$ cat src/rtl/wi_pkg.sv
package wi_pkg;
  // Field layout of the address-match word; neighbours decode these positions.
  localparam int COL_LO  = 0;
  localparam int COL_W   = 14;
  localparam int PAGE_LO = COL_LO + COL_W;
  localparam int PAGE_W  = 16;
  localparam int BANK_LO = PAGE_LO + PAGE_W;
  localparam int BANK_W  = 4;
  localparam int RANK_LO = BANK_LO + BANK_W;
  localparam int MOD_HI  = RANK_LO + 2;
  localparam int MATCH_W = MOD_HI + 1;

  // Control word bits
  localparam int CTRL_W    = 5;
  localparam int CB_REPEAT = 0;
  localparam int CB_LOWER  = 1;
  localparam int CB_UPPER  = 2;
  localparam int CB_ECC    = 3;
  localparam int CB_PAR    = 4;

  // Wildcard word bits
  localparam int ANY_W   = 5;
  localparam int AB_COL  = 0;
  localparam int AB_PAGE = 1;
  localparam int AB_BANK = 2;
  localparam int AB_RANK = 3;
  localparam int AB_MOD  = 4;

  typedef enum logic [1:0] {
    REG_MATCH = 2'd0,
    REG_ANY   = 2'd1,
    REG_MASK  = 2'd2,
    REG_CTRL  = 2'd3
  } regSel_e;

  typedef struct packed {
    logic loadActive;
    logic fire;
    logic flipEcc;
    logic flipParity;
  } injStrobe_t;
endpackage

$ cat src/rtl/wi_ctrl.sv
module wi_ctrl
  import wi_pkg::*;
#(
  parameter int ECC_W = 32,
  localparam int CFG_W = (ECC_W > MATCH_W) ? ECC_W : MATCH_W
) (
  input  logic               clk,
  input  logic               rstN,
  input  logic               cfgWe,
  input  logic [1:0]         cfgAddr,
  input  logic [CFG_W-1:0]   cfgWdata,
  output logic [CFG_W-1:0]   cfgRdata,
  output logic               injArmed,
  input  logic               wrValid,
  input  logic               wrIsWrite,
  input  logic               wrUpperHalf,
  input  logic               matchHit,
  output logic [MATCH_W-1:0] matchReg,
  output logic [ANY_W-1:0]   anyReg,
  output logic [ECC_W-1:0]   maskReg,
  output injStrobe_t         strb
);
  logic [CTRL_W-1:0] ctrlReg;
  logic halfOk;
  logic fire;
  regSel_e sel;

  assign sel      = regSel_e'(cfgAddr);
  assign injArmed = ctrlReg[CB_ECC] | ctrlReg[CB_PAR];
  assign halfOk   = wrUpperHalf ? ctrlReg[CB_UPPER] : ctrlReg[CB_LOWER];
  assign fire     = injArmed && wrValid && wrIsWrite && matchHit && halfOk;

  always_comb begin
    strb.fire       = fire;
    strb.flipEcc    = fire & ctrlReg[CB_ECC];
    strb.flipParity = fire & ctrlReg[CB_PAR];
    strb.loadActive = cfgWe && (sel == REG_CTRL) &&
                      (cfgWdata[CB_ECC] | cfgWdata[CB_PAR]);
  end

  always_ff @(posedge clk) begin
    if (!rstN) begin
      matchReg <= '0;
      anyReg   <= '0;
      maskReg  <= '0;
      ctrlReg  <= '0;
    end else if (cfgWe) begin
      case (sel)
        REG_MATCH: begin
          matchReg <= cfgWdata[MATCH_W-1:0];
          ctrlReg[CB_PAR:CB_ECC] <= 2'b00;
        end
        REG_ANY: begin
          anyReg <= cfgWdata[ANY_W-1:0];
          ctrlReg[CB_PAR:CB_ECC] <= 2'b00;
        end
        REG_MASK: begin
          maskReg <= cfgWdata[ECC_W-1:0];
          ctrlReg[CB_PAR:CB_ECC] <= 2'b00;
        end
        default: ctrlReg <= cfgWdata[CTRL_W-1:0];
      endcase
    end else if (fire && !ctrlReg[CB_REPEAT]) begin
      ctrlReg[CB_PAR:CB_ECC] <= 2'b00;
    end
  end

  always_comb begin
    case (sel)
      REG_MATCH: cfgRdata = CFG_W'(matchReg);
      REG_ANY:   cfgRdata = CFG_W'(anyReg);
      REG_MASK:  cfgRdata = CFG_W'(maskReg);
      default:   cfgRdata = CFG_W'(ctrlReg);
    endcase
  end
endmodule

$ cat src/rtl/wi_datapath.sv
module wi_datapath
  import wi_pkg::*;
#(
  parameter int ECC_W = 32
) (
  input  logic               clk,
  input  logic               rstN,
  input  injStrobe_t         strb,
  input  logic [MATCH_W-1:0] matchReg,
  input  logic [ANY_W-1:0]   anyReg,
  input  logic [ECC_W-1:0]   maskReg,
  input  logic               multiModule,
  input  logic               wrValid,
  input  logic [1:0]         wrModule,
  input  logic [1:0]         wrRank,
  input  logic [BANK_W-1:0]  wrBank,
  input  logic [PAGE_W-1:0]  wrPage,
  input  logic [COL_W-1:0]   wrCol,
  input  logic [ECC_W-1:0]   wrEcc,
  output logic               matchHit,
  output logic               outValid,
  output logic [ECC_W-1:0]   outEcc,
  output logic               outParityFlip
);
  logic [MATCH_W-1:0] actMatch;
  logic [ANY_W-1:0]   actAny;
  logic [ECC_W-1:0]   actMask;
  logic colHit, pageHit, bankHit, rankHit, modHit;

  // Snapshot taken only when the control word arms injection.
  always_ff @(posedge clk) begin
    if (!rstN) begin
      actMatch <= '0;
      actAny   <= '0;
      actMask  <= '0;
    end else if (strb.loadActive) begin
      actMatch <= matchReg;
      actAny   <= anyReg;
      actMask  <= maskReg;
    end
  end

  always_comb begin
    colHit  = actAny[AB_COL]  || (wrCol  == actMatch[COL_LO +: COL_W]);
    pageHit = actAny[AB_PAGE] || (wrPage == actMatch[PAGE_LO +: PAGE_W]);
    bankHit = actAny[AB_BANK] || (wrBank == actMatch[BANK_LO +: BANK_W]);
    if (multiModule) begin
      modHit  = wrModule == actMatch[MOD_HI -: 2];
      rankHit = wrRank[0] == actMatch[RANK_LO];
    end else begin
      modHit  = wrModule[0] == actMatch[MOD_HI];
      rankHit = wrRank == actMatch[RANK_LO +: 2];
    end
    modHit   = modHit  || actAny[AB_MOD];
    rankHit  = rankHit || actAny[AB_RANK];
    matchHit = colHit && pageHit && bankHit && rankHit && modHit;
  end

  always_ff @(posedge clk) begin
    if (!rstN) begin
      outValid      <= 1'b0;
      outEcc        <= '0;
      outParityFlip <= 1'b0;
    end else begin
      outValid      <= wrValid;
      outEcc        <= wrEcc ^ (strb.flipEcc ? actMask : '0);
      outParityFlip <= strb.flipParity;
    end
  end
endmodule

$ cat src/rtl/mem_err_inject.sv
module mem_err_inject
  import wi_pkg::*;
#(
  parameter int ECC_W = 32,
  localparam int CFG_W = (ECC_W > MATCH_W) ? ECC_W : MATCH_W
) (
  input  logic              clk,
  input  logic              rstN,
  input  logic              cfgWe,
  input  logic [1:0]        cfgAddr,
  input  logic [CFG_W-1:0]  cfgWdata,
  output logic [CFG_W-1:0]  cfgRdata,
  output logic              injArmed,
  input  logic              multiModule,
  input  logic              wrValid,
  input  logic              wrIsWrite,
  input  logic              wrUpperHalf,
  input  logic [1:0]        wrModule,
  input  logic [1:0]        wrRank,
  input  logic [BANK_W-1:0] wrBank,
  input  logic [PAGE_W-1:0] wrPage,
  input  logic [COL_W-1:0]  wrCol,
  input  logic [ECC_W-1:0]  wrEcc,
  output logic              outValid,
  output logic [ECC_W-1:0]  outEcc,
  output logic              outParityFlip
);
  injStrobe_t         strb;
  logic               matchHit;
  logic [MATCH_W-1:0] matchReg;
  logic [ANY_W-1:0]   anyReg;
  logic [ECC_W-1:0]   maskReg;

  wi_ctrl #(.ECC_W(ECC_W)) u_ctrl (
    .clk(clk), .rstN(rstN), .cfgWe(cfgWe), .cfgAddr(cfgAddr),
    .cfgWdata(cfgWdata), .cfgRdata(cfgRdata), .injArmed(injArmed),
    .wrValid(wrValid), .wrIsWrite(wrIsWrite), .wrUpperHalf(wrUpperHalf),
    .matchHit(matchHit), .matchReg(matchReg), .anyReg(anyReg),
    .maskReg(maskReg), .strb(strb)
  );

  wi_datapath #(.ECC_W(ECC_W)) u_dp (
    .clk(clk), .rstN(rstN), .strb(strb), .matchReg(matchReg),
    .anyReg(anyReg), .maskReg(maskReg), .multiModule(multiModule),
    .wrValid(wrValid), .wrModule(wrModule), .wrRank(wrRank),
    .wrBank(wrBank), .wrPage(wrPage), .wrCol(wrCol), .wrEcc(wrEcc),
    .matchHit(matchHit), .outValid(outValid), .outEcc(outEcc),
    .outParityFlip(outParityFlip)
  );
endmodule

$ cat config.mk
export PLATFORM = sky130hd
export DESIGN_NAME = mem_err_inject
export DESIGN_NICKNAME = d
export VERILOG_FILES = /design/src/rtl/wi_pkg.sv /design/src/rtl/wi_ctrl.sv /design/src/rtl/wi_datapath.sv /design/src/rtl/mem_err_inject.sv
export SDC_FILE = /design/constraint.sdc
export NUM_CORES = 1
export LEC_CHECK = 0
export BUFFER_PORTS_ARGS = -buffer_cell sky130_fd_sc_hd__buf_2
export CORE_MARGIN = 5
export CORE_UTILIZATION = 50
export CTS_CLUSTER_SIZE = 24
export DETAILED_ROUTE_END_ITERATION = 10
export PLACE_DENSITY_LB_ADDON = 0.3
export SYNTH_ARGS = -nofsm -noshare
export SYNTH_HDL_FRONTEND = slang
export SYNTH_SLANG_ARGS = --single-unit
$ cat constraint.sdc
create_clock -name clk -period 2.05 [get_ports clk]
set_clock_uncertainty 0.1 [all_clocks]
set_input_delay 0.41 -clock clk [delete_from_list [all_inputs] [get_ports clk]]
set_output_delay 0.41 -clock clk [all_outputs]
set_load 0.02 [all_outputs]
; ---- After elaboration in Yosys (flattened, before gate mapping)
; Cells that the tools add are included.
[totals]
reg_bits = 187
inputBits = 116
output_inout_bits = 72
wordCells = 59
[op_classes]
n_eq_ne = 10
mux = 8
bitwise_logic = 6
reduce_logical = 24
[op_table]
columns = op, n
row1 = $pmux 37 s3, 1
row2 = $mux 32, 1
row3 = $xor 32x32->32, 1
row4 = $eq 16x16->1, 1
row5 = $eq 14x14->1, 1
row6 = $logic_and 1x1->1, 11
row7 = $reduce_and 2->1, 4
row8 = $mux 2, 3
row9 = $logic_or 1x1->1, 5
row10 = $eq 2x2->1, 2
row11 = $eq 2x2->1 const B, 2
row12 = $eq 4x4->1, 1
row13 = $mux 1, 3
row14 = $reduce_or 3->1, 1
row15 = $and 1x1->1, 2
row16 = $eq 1x1->1, 2
row17 = $eq 2x1->1 const B, 1
row18 = $logic_not 2->1, 1
row19 = $or 1x1->1, 2
row20 = $reduce_bool 2->1, 1
row21 = $logic_not 1->1, 1
row22 = $not 1->1, 1

; ---- Depth between registers and ports, before layout
; Gate-level depths: netlist (run 1).
[depth]
word_depth = 11
depth_mapped = 8
mapped_depth_nobuf = 6

; ---- Cells and area by module
; Synthesis (run 1) repeated with hierarchy kept, for this count alone.
[unflattened]
hier_cells = 855
area_unflattened_um2 = 8135.3
[modules_own_cells]
columns = module, instances, cells_each, area_per_inst_um2, seq_area_each_um2
row1 = wi_datapath, 1, 434, 4530.6, 2162.1
row2 = wi_ctrl, 1, 421, 3604.7, 1581.5

; ---- Least setup slack after synthesis (run 1)
; Ideal clock, no wire load.
[synth_path]
path_kind = in2out
from = input port cfgAddr[1]
to = output port cfgRdata[10]
arrival_ns = 1.470
required_ns = 1.540
path_slack_ns = 0.070
stages = 4
path_buffers = 2
cell_sequence = buf_2 > buf_1 > mux2i_1 > nor2_1
[synth_between]
elab_chain_len = 2
word_cells_on_any_way = 4
cone_classes = eq/ne (2) / mux (1) / reduce/logical (1)
[synth_lines]
columns = element, line_no
row1 = from (decl), mem_err_inject.sv:10  ; input logic [1:0] cfgAddr,
row2 = $eq 2x2->1 (tied with other cells), wi_ctrl.sv:69  ; case (sel)
row3 = $pmux 37 s3 *, wi_ctrl.sv:69
row4 = to (decl), mem_err_inject.sv:12  ; output logic [CFG_W-1:0] cfgRdata,
; Every way passes the cells marked *; elsewhere a longest branch is shown, timed or not.

; ---- Worst setup path after layout (run 1)
[layout_path]
from = register u_dp.actMatch[22]
to = register u_dp.outEcc[30]
[layout_between]
elab_chain_len = 11
[layout_lines]
columns = element, line_no
row1 = from (decl), wi_datapath.sv:25  ; logic [MATCH_W-1:0] actMatch;
row2 = from (signal assigned), wi_datapath.sv:37  ; actMatch <= matchReg;
row3 = $eq 16x16->1, wi_datapath.sv:45  ; pageHit = actAny[AB_PAGE] || (wrPage == actMatch[PAGE_LO +: PAGE_W]);
row4 = $logic_or 1x1->1, wi_datapath.sv:45
row5 = $logic_and 1x1->1 (4 in series), wi_datapath.sv:56  ; matchHit = colHit && pageHit && bankHit && rankHit && modHit;
row6 = $logic_and 1x1->1 (2 in series), wi_ctrl.sv:31  ; assign fire = injArmed && wrValid && wrIsWrite && matchHit && halfOk;
row7 = $and 1x1->1, wi_ctrl.sv:35  ; strb.flipEcc = fire & ctrlReg[CB_ECC];
row8 = $mux 32, wi_datapath.sv:66  ; outEcc <= wrEcc ^ (strb.flipEcc ? actMask : '0);
row9 = $xor 32x32->32, wi_datapath.sv:66
row10 = to (signal assigned), wi_datapath.sv:66
row11 = to (decl), wi_datapath.sv:22  ; output logic [ECC_W-1:0] outEcc,
; No other way between the ends.
; A chain may end at the register's enable or synchronous reset.

==> metrics.yaml, run 1 <==
synthCells: 995
cts_tree: "built"
ioPinCount: 188
slew_headroom: 0.516
synthTopCellsByArea: "dfxtp_1, nand2_1, a21oi_1"
rsz0062_at_grt: "true"
drc: 0
finalPower_mw: 8.17
chipWidth_um: 136
power.leakage_nw: 4.27
totalWireLength_mm: 23.0
nets: 1276
ant_nets: 0
grt_pass1_wl_mm: 35.4
criticalPathCategory: "flop to flop"
ir_drop_uv: 544
grt_usage: 0.245
timing.final.crit_share: 1.07
overflow: 0
port_buffers: 187
cp-end-kind: "flop"
ys_seq_area_frac: 0.470
root_buffer: "clkbuf_16"
h-tree-depth: 4
synthDistinctLibCells: 32
min_period_ns: 2.19
cts.clk_slew.worst_paths_ns: 0.07
die_area_um2: 18600
rows: 46
grt_max_degree: 61
synth_nets: 1111
gp_congestion: 0.879
ys_ff_latch: 187
slew_violations: 0
violations: "negative setup slack"
final_hold_viol_count: 0
status: "finished, violations left"
syn_to_final_growth_pct: 26.3
synth-edff-count: 0
pre_cts_ws_ns: -0.370
powerDensity_nw_per_um2: 812
min_path_type: "primary input to flop"
finish.instance_area_um2: 10100
ys_warn_count: 0
synthFlopType: "dfxtp_1"
viasPerCell: 5.32
grt_pass1_vias: 6857
initial_core_util: 0.505
setup_violations: 35
syn_area_per_cell_um2: 8.00
placed_area_um2: 9220
async_flop_share: 0
antenna_found_initial: 4
synth_common_cells: "nand2_1, dfxtp_1, a21oi_1"
netlist_area_um2: 7960
core-area_um2: 15800
holdWs_ns: 0.107
die_y_um: 136
hpwl_mm: 16.0
ctsHoldBuffers: 0
fillers: 1468
setup_ws_ns: -0.135
wl_per_cell_um: 16.5
clk_latency_ns: 0.42
initialDrtViolationCount: 466
maxCapViolCount: 0
synth_top_area_frac: 0.470
vias: 7396
cts.sinks: 187
cts_buffers: 17
worst_slew_pin_slew_ns: 0.726
crit_path_max_fanout: 12
synth_most_common_cell: "nand2_1"
yosysTopAreaCell: "dfxtp_1"
clockBufferDepth: 2
dr.pass1.iters: 5
arrival_ns: 2.39
drive_gt1_frac: 0.247
cp-start-kind: "flop"
required_ns: 2.26
fmax_ghz: 0.458
## state kept, by name, summed over array words and instances (netlist names)
name,count
u_dp.actMask,32
u_dp.actAny,5
u_dp.outValid,1
u_dp.outEcc,32
u_ctrl.maskReg,32
u_ctrl.anyReg,5
u_dp.outParityFlip,1
u_dp.actMatch,37
u_ctrl.matchReg,37
u_ctrl.ctrlReg,5
## kinds of logic after synthesis
family / synth area share
multiplexers: 0.0808
AO/OA/AOI/OAI: 0.130
flip-flops: 0.470
buffers and inverters: 0.0459
AND/OR/NAND/NOR: 0.232
XOR/XNOR: 0.0418
## report_power, final
group | internal (mW) | leakage [nW] | total (mW) | switching, mW
Clock | 2.25 | 0.318 | 3.65 | 1.40
Sequential | 3.73 | 1.52 | 3.78 | 0.0552
Combinational | 0.298 | 2.43 | 0.734 | 0.436
Total | 6.28 | 4.27 | 8.17 | 1.89
## critical path, stage by stage, from the launching register on
cell and delay (ns):
dfxtp_1 0.32, xor2_1 0.18, nor4_2 0.34, a41oi_2 0.26, nor4_4 0.26, buf_4 0.23, clkbuf_16 0.17, a31o_2 0.14
a21oi_1 0.06
## cell type report
| type | count | area (um^2) | area share |
|---|---|---|---|
| antenna | 2 | 5.00 | 0.000498 |
| clock buffer | 20 | 467 | 0.0464 |
| inverter | 17 | 66.3 | 0.00659 |
| sequential | 187 | 3750 | 0.373 |
| timing repair buffer | 220 | 1390 | 0.139 |
| multi-input combinational | 717 | 3910 | 0.389 |
| tap | 216 | 270 | 0.0269 |
| clock inverter | 12 | 193 | 0.0192 |
## path summary, 6_finish.rpt
kind / startpoint / endpoint / slack (ns) / cells after the start
min reg2reg: u_dp.actMask[20] / u_dp.actMask[20] / 0.35 / 2
min: wrValid / u_dp.outValid / 0.11 / 2
max reg2reg: u_dp.actMatch[22] / u_dp.outEcc[30] / -0.14 / 8
max: u_dp.actMatch[22] / u_dp.outEcc[30] / -0.14 / 8
## repair_timing
| item | in CTS | in global routing |
|---|---|---|
| pin swaps | 3 | 4 |
| gates cloned | 1 | 2 |
| resized for setup | 15 | 5 |
| setup buffers | 3 | 1 |
| endpoints found under the hold margin | 0 | 0 |
| setup endpoints to repair | 37 | 36 |
## metrics by stage
step / instances / TNS, ns / utilization
after floorplan: 995 / 0 / -
final: 1391 / -3.30 / 0.638
after global routing: 1391 / -6.73 / 0.638
after CTS: 1386 / -1.65 / 0.633
after global placement: 1351 / -10.98 / 0.585
after detailed placement: 1351 / -11.22 / 0.585
## layer usage
metal | GRT usage | vias up | part of all wire
li1 | - | 3640 | -
met1 | 0.315 | 3475 | 0.41
met2 | 0.413 | 251 | 0.51
met3 | 0.0522 | 26 | 0.064
met4 | 0.0767 | 4 | 0.015
met5 | 0 | - | 0.00091
## cells in the final DEF, fill, tap and decap left out, drive strengths merged, types with 2 or more instances in the layout
cell type / n
nor2: 38
nor2b: 2
a21oi: 164
bufinv: 5
dfxtp: 187
a31o: 17
mux2i: 53
clkbuf: 22
nand2: 305
clkinv: 4
inv: 17
nand2b: 16
xnor2: 9
nand4: 33
mux4: 5
clkinvlp: 3
and2: 24
diode: 2
a211oi: 3
buf: 217
xor2: 29
a41oi: 2
and3: 2
nor4: 7
or2: 2
o21ai: 2
(Power assumes the default switching activity.)
==> run 2: changes to the inputs <==
--- a/config.mk
+++ b/config.mk
@@ -5,8 +5,8 @@
 export SDC_FILE = /design/constraint.sdc
 export NUM_CORES = 1
 export LEC_CHECK = 0
+export ABC_AREA = 1
 export BUFFER_PORTS_ARGS = -buffer_cell sky130_fd_sc_hd__buf_2
-export CORE_MARGIN = 5
 export CORE_UTILIZATION = 50
 export CTS_CLUSTER_SIZE = 24
 export DETAILED_ROUTE_END_ITERATION = 10
==> metrics.yaml, run 2 <==
required_ns: 1.54  # -0.72 ns
clockBufferDepth: 2  # unchanged
syn_to_final_growth_pct: 24.8
drc: 0  # unchanged
synth-edff-count: 0  # unchanged
ys_seq_area_frac: 0.456  # -0.0137
pre_cts_ws_ns: -0.0556  # +0.314 ns
die_y_um: 130  # -4.5%
cts.clk_slew.worst_paths_ns: 0.07  # about the same
netlist_area_um2: 8200  # +3.0%
async_flop_share: 0  # unchanged
setup_violations: 0  # -100%
ys_ff_latch: 187  # unchanged
syn_area_per_cell_um2: 7.02  # -12%
power.leakage_nw: 4.61  # +7.8%
synth_nets: 1285  # +16%
setup_ws_ns: 0.0824  # +0.218 ns
synth_top_family_by_area: "simple AND/OR/NAND/NOR gates"
synth_compound_area_frac: 0.189  # +0.0591
h-tree-depth: 4  # unchanged
ys_warn_count: 0  # unchanged
synth_fa_ha_area_frac: 0  # unchanged
chipWidth_um: 130  # -4.5%
initial_core_util: 0.515  # +0.00952
synth-simple-area-share: 0.230  # -0.00126
antenna_found_initial: 1  # -3
synthTopCellsByArea: "dfxtp_1, o21ai_0, nand2_1"
min_path_type: "primary input to flop"
synthDistinctLibCells: 27  # -16%
cp-start-kind: "primary input"
synthMuxAreaShare: 0  # -0.0808
ant_nets: 0  # unchanged
grt_usage: 0.268  # +0.0231
slew_violations: 0  # unchanged
criticalPathCategory: "primary input to primary output"
worst_slew_pin_slew_ns: 0.565  # -0.161 ns
initialDrtViolationCount: 589  # +26%
viasPerCell: 5.06  # -4.8%
yosysTopAreaCell: "dfxtp_1"
ir_drop_uv: 606  # +11%
synthCells: 1169  # +17%
gp_congestion: 0.887  # +1.0%
totalNegativeSetupSlack_ns: 0  # +3.30 ns
dr.pass1.iters: 5  # unchanged
antennaDiodeCount: 0  # -2
fillers: 1440  # -1.9%
seqCellArea_um2: 3750  # -0.10%
nets: 1475  # +16%
grt_pass1_vias: 7328  # +6.9%
grt_pass1_wl_mm: 34.9  # -1.3%
core-area_um2: 15900  # +1.1%
slew_headroom: 0.622  # +0.106
synth_most_common_cell: "dfxtp_1"
reg_top3: "u_ctrl.matchReg: 37 flops, u_dp.actMatch: 37 flops"
arrival_ns: 1.46  # -0.93 ns
ioPinCount: 188  # unchanged
synth-xor-area-share: 0.0149  # -0.0268
overflow: 0  # unchanged
port_buffers: 187  # unchanged
status: "completed"
root_buffer: "clkbuf_16"
clk_latency_ns: 0.42  # about the same
cts_buffers: 17  # unchanged
fmax_ghz: 0.508  # +11%
powerDensity_nw_per_um2: 807  # -0.69%
min_period_ns: 1.97  # -0.218 ns
layout_common_cells: "buf_2, dfxtp_1, nand2_1, o21ai_0, nor2_1"
wl_per_cell_um: 14.2  # -14%
grt_max_degree: 54  # -11%
synth_common_cells: "dfxtp_1, nand2_1, nor2_1"
maxCapViolCount: 0  # unchanged
vias: 8025  # +8.5%
die_area_um2: 16900  # -8.8%
cts_tree: "built"
mostFrequentLayoutCell: "buf_2"
rsz0062_at_grt: "true"
final_hold_viol_count: 0  # unchanged
totalWireLength_mm: 22.6  # -1.9%
finalPower_mw: 8.26  # +1.1%
hpwl_mm: 15.9  # -0.54%
timing.final.crit_share: 0.960  # -0.106
multi_input_area_um2: 3590  # -8.3%
synthFlopType: "dfxtp_1"
rows: 46  # unchanged
cp-end-kind: "primary output"
crit_path_max_fanout: 27  # +15
cts.sinks: 187  # unchanged
drive_gt1_frac: 0.235  # -0.0122
synth_top_area_frac: 0.456  # -0.0137
holdWs_ns: 0.0995  # -0.00794 ns
==> run 2: cell types whose count changed after synthesis, moves of 35 or more <==
cell     previous run  this run
o21ai_0             1       173
nor2_1             38       175
inv_1              16       149
nand2_1           305       182
mux2i_1            53         0
a21oi_1           164       119
nor2_2              0        35
==> run 2: kinds of logic (layout without fill, tap and decap cells) <==
logic type / Yosys count / count (layout)
xor gates and xnor gates: 14 / 14
DFF: 187 / 187
and+or+nand+nor: 441 / 441
AOI/OAI and AO/OA: 307 / 307
buffers and inverters: 220 / 421
==> run 2: layout make-up <==
| type | instances | share of cell area |
|---|---|---|
| Clock buffer | 24 | 0.0480 |
| Clock inverter | 6 | 0.0109 |
| Multi-Input combinational cell | 762 | 0.350 |
| Sequential cell | 187 | 0.366 |
| Timing Repair Buffer | 236 | 0.141 |
| Inverter | 155 | 0.0571 |
| Tap cell | 216 | 0.0264 |
==> run 2: critical path, cell delays in order <==
cell     delay [ns]
buf_2          0.12
inv_1          0.07
nor2_2         0.10
inv_1          0.10
buf_12         0.17
o21ai_0        0.25
buf_2          0.22
==> run 2: per-stage QoR <==
stage | util | instances | area [um^2]
2_1_floorplan | - | 1169 | 8200
3_3_place_gp | 0.598 | 1551 | 9540
3_5_place_dp | 0.598 | 1551 | 9540
4_1_cts | 0.636 | 1581 | 10100
5_1_grt | 0.642 | 1586 | 10200
6_report | 0.642 | 1586 | 10200
==> run 2: routing by layer <==
layer | global-route usage | share of wire | vias up
met5 | 0 | 0.00049 | -
met4 | 0.0746 | 0.011 | 2
met3 | 0.0570 | 0.066 | 14
met2 | 0.468 | 0.49 | 266
met1 | 0.332 | 0.43 | 3647
li1 | - | - | 4096
==> run 2: path summary, 6_finish.rpt <==
| path | start | to | slack, ns | cells after the start |
|---|---|---|---|---|
| worst max register to register | u_dp.actMatch[11] | u_dp.outEcc[6] | 0.13 | 14 |
| worst min register to register | u_dp.actAny[3] | u_dp.actAny[3] | 0.35 | 2 |
| worst min-delay path | wrValid | u_dp.outValid | 0.1 | 3 |
| worst max-delay path | cfgAddr[1] | cfgRdata[23] | 0.08 | 7 |
==> run 2: what timing repair did <==
action | 4_1_cts | 5_1_grt
hold buffers | 0 | 0
gates resized for setup | 0 | 10
endpoints found under the setup margin | 0 | 33
endpoints found under the hold margin | 0 | 0
setup buffers | 0 | 2
==> run 2: power by group <==
| group | total, mW | switching, mW | internal, mW | leakage, nW |
|---|---|---|---|---|
| Clock | 3.38 | 1.34 | 2.04 | 0.292 |
| Sequential | 3.91 | 0.0997 | 3.81 | 1.53 |
| Combinational | 0.964 | 0.596 | 0.368 | 2.78 |
| Total | 8.26 | 2.04 | 6.22 | 4.61 |
==> run 3: changes to the inputs <==
--- a/config.mk
+++ b/config.mk
@@ -6,11 +6,13 @@
 export NUM_CORES = 1
 export LEC_CHECK = 0
 export ABC_AREA = 1
+export ABC_CLOCK_PERIOD_IN_PS = 2050
 export BUFFER_PORTS_ARGS = -buffer_cell sky130_fd_sc_hd__buf_2
+export CORE_MARGIN = 1
 export CORE_UTILIZATION = 50
 export CTS_CLUSTER_SIZE = 24
 export DETAILED_ROUTE_END_ITERATION = 10
-export PLACE_DENSITY_LB_ADDON = 0.3
+export PLACE_DENSITY = 0.73
 export SYNTH_ARGS = -nofsm -noshare
 export SYNTH_HDL_FRONTEND = slang
 export SYNTH_SLANG_ARGS = --single-unit
==> metrics.yaml, run 3 (synthesis results as in run 2) <==
rows: 46  # unchanged
grt_usage: 0.269  # +0.00128
core-area_um2: 15900  # unchanged
worst_slew_pin_slew_ns: 0.435  # -0.130 ns
timing.final.crit_share: 0.962  # +0.00214
cp-end-kind: "flop"
grt_pass1_wl_mm: 35.0  # +0.20%
ir_drop_uv: 621  # +2.5%
hold_path_startpoint: "wrValid"
holdWs_ns: 0.0844  # -0.0151 ns
drc: 0  # unchanged
slew_violations: 0  # unchanged
setup_violations: 0  # unchanged
nets: 1476  # +0.068%
min_path_cells: 3  # unchanged
grt_max_degree: 59  # +9.3%
layout_common_cells: "buf_2, dfxtp_1, nand2_1, nor2_1, o21ai_0"
slew_headroom: 0.707  # +0.0852
reg2reg_slack_ns: 0.08  # -0.05 ns
die_area_um2: 16900  # unchanged
cp_top_family: "simple AND/OR/NAND/NOR gates"
hpwl_mm: 15.7  # -0.88%
chipWidth_um: 130  # unchanged
ioPinCount: 188  # unchanged
criticalPathCategory: "flop to flop"
gp_congestion: 0.854  # -3.8%
p_sw_frac: 0.255  # +0.00847
port_buffers: 187  # unchanged
p_sw_mw: 2.13  # +4.5%
cts.sinks: 187  # unchanged
pwr-share-seq: 0.469  # -0.005
min_period_ns: 1.97  # +0.00439 ns
overflow: 0  # unchanged
cts_buffers: 17  # unchanged
p_comb_frac: 0.116  # about the same
r2r_start: "u_dp.actMatch[9]"
fmax_ghz: 0.507  # -0.22%
fillers: 1420  # -1.4%
min_path_type: "primary input to flop"
powerDensity_nw_per_um2: 810  # +0.38%
final_hold_viol_count: 0  # unchanged
cp-start-kind: "flop"
initialDrtViolationCount: 586  # -0.51%
r2r_end: "u_dp.outEcc[1]"
status: "completed"
rr_worst_depth: 14  # unchanged
rsz0062_at_grt: "true"
vias: 8029  # +0.050%
wl_per_cell_um: 14.3  # about the same
viasPerCell: 5.05  # -0.20%
required_ns: 2.27  # +0.73 ns
cp_slowest_cell: "dfxtp_2"
grt_pass1_vias: 7232  # -1.3%
die_y_um: 130  # unchanged
setup_ws_ns: 0.0780  # -0.00439 ns
crit_path_max_fanout: 8  # -70%
cts.clk_slew.worst_paths_ns: 0.07  # about the same
root_buffer: "clkbuf_16"
arrival_ns: 2.19  # +0.73 ns
cp_common_cell: "nand2_2"
power.leakage_nw: 4.64  # +0.76%
clockBufferDepth: 2  # unchanged
min_to: "u_dp.outValid"
maxCapViolCount: 0  # unchanged
cts_tree: "built"
clkPwrFrac: 0.415  # +0.006
mostFrequentLayoutCell: "buf_2"
antenna_found_initial: 1  # unchanged
reg_top3: "u_ctrl.matchReg: 37 flops, u_dp.actMatch: 37 flops"
critPathMaxStageDelay_ns: 0.33  # +0.08 ns
crit_buf_inv: 2  # -3
totalWireLength_mm: 22.7  # +0.35%
drive_gt1_frac: 0.245  # +0.0104
syn_to_final_growth_pct: 25.7
dr.pass1.iters: 5  # unchanged
h-tree-depth: 4  # unchanged
clk_latency_ns: 0.43  # about the same
ant_nets: 0  # unchanged
initial_core_util: 0.515  # unchanged
pre_cts_ws_ns: -0.0848  # -0.0292 ns
crit_chain: "inv_2, nand2_2, nand2_2, nor2_2, nand2_1, nor2_2, nand2_1, nand2_2, nand2_2, nor2_4, clkbuf_16, nand4_1, nand2_1, nor2_1"
p_int_mw: 6.22  # about the same
-- run 3: cell count changes in the layout (fill, tap and decap cells not counted), sizes merged --
cell	change
clkbuf	-3
clkinv	+5
clkinvlp	-1
diode	+1
inv	+2
-- run 3: layout make-up --
cell class / count / area [um^2] / area share
sequential: 187 / 3750 / 0.364
clock inverter: 12 / 161 / 0.0157
timing repair buffer: 237 / 1470 / 0.143
multi-input combinational: 762 / 3600 / 0.350
tap: 216 / 270 / 0.0262
clock buffer: 20 / 467 / 0.0453
antenna: 1 / 2.50 / 0.000243
inverter: 155 / 584 / 0.0567
-- run 3: worst register-to-register path: stages (launching register included) --
cell and delay, ns:
dfxtp_2 0.33, inv_2 0.04, nand2_2 0.06, nand2_2 0.05, nor2_2 0.09, nand2_1 0.07, nor2_2 0.16, nand2_1 0.09
nand2_2 0.13, nand2_2 0.09, nor2_4 0.24, clkbuf_16 0.22, nand4_1 0.07, nand2_1 0.08, nor2_1 0.04
-- run 3: what timing repair did --
action | 4_1_cts | 5_1_grt
endpoints found under the hold margin | 0 | 0
gates resized for setup | 0 | 23
setup endpoints to repair | 0 | 39
setup buffers | 0 | 2
hold buffers | 0 | 0
-- run 3: layer usage --
metal  up-vias  wire length (um)  global-route usage
li1       4104                 -                   -
met1      3615              9620               0.331
met2       276             11000               0.456
met3        34              1520              0.0586
met4         0               526               0.113
met5         -                 0                   0
-- run 3: worst max path at each step --
stage	from	to	slack, ns	cells past startpoint
after floorplan	cfgAddr[1]	cfgRdata[10]	0.09	6
after global placement	wrCol[8]	u_dp.outEcc[13]	-0.04	15
after detailed placement	wrCol[8]	u_dp.outEcc[14]	-0.08	14
after CTS	u_ctrl.anyReg[4]	cfgRdata[4]	0.02	5
after global routing	u_dp.actMatch[9]	u_dp.outEcc[29]	-0.06	14
final	u_dp.actMatch[9]	u_dp.outEcc[1]	0.08	14
-- run 3: through the flow --
step                utilization  total power, mW  std cells  setup TNS (ns)  cell area, um^2
CTS                       0.638             8.40       1583               0            10200
global placement          0.598             4.92       1551           -1.27             9540
finish                    0.647             8.35       1590               0            10300
global route              0.646             8.70       1589          -0.965            10300
detailed placement        0.598             4.94       1551           -2.18             9540
floorplan                     -             4.52       1169               0             8200
-- run 3: power groups by stage --
| stage | registers (mW) | logic, mW | clock network [mW] |
|---|---|---|---|
| after floorplan | 4.00 | 0.518 | 0 |
| after global placement | 3.99 | 0.937 | 0 |
| after detailed placement | 3.99 | 0.954 | 0 |
| after CTS | 3.91 | 0.960 | 3.53 |
| after global routing | 3.93 | 1.09 | 3.68 |
| final | 3.91 | 0.971 | 3.47 |
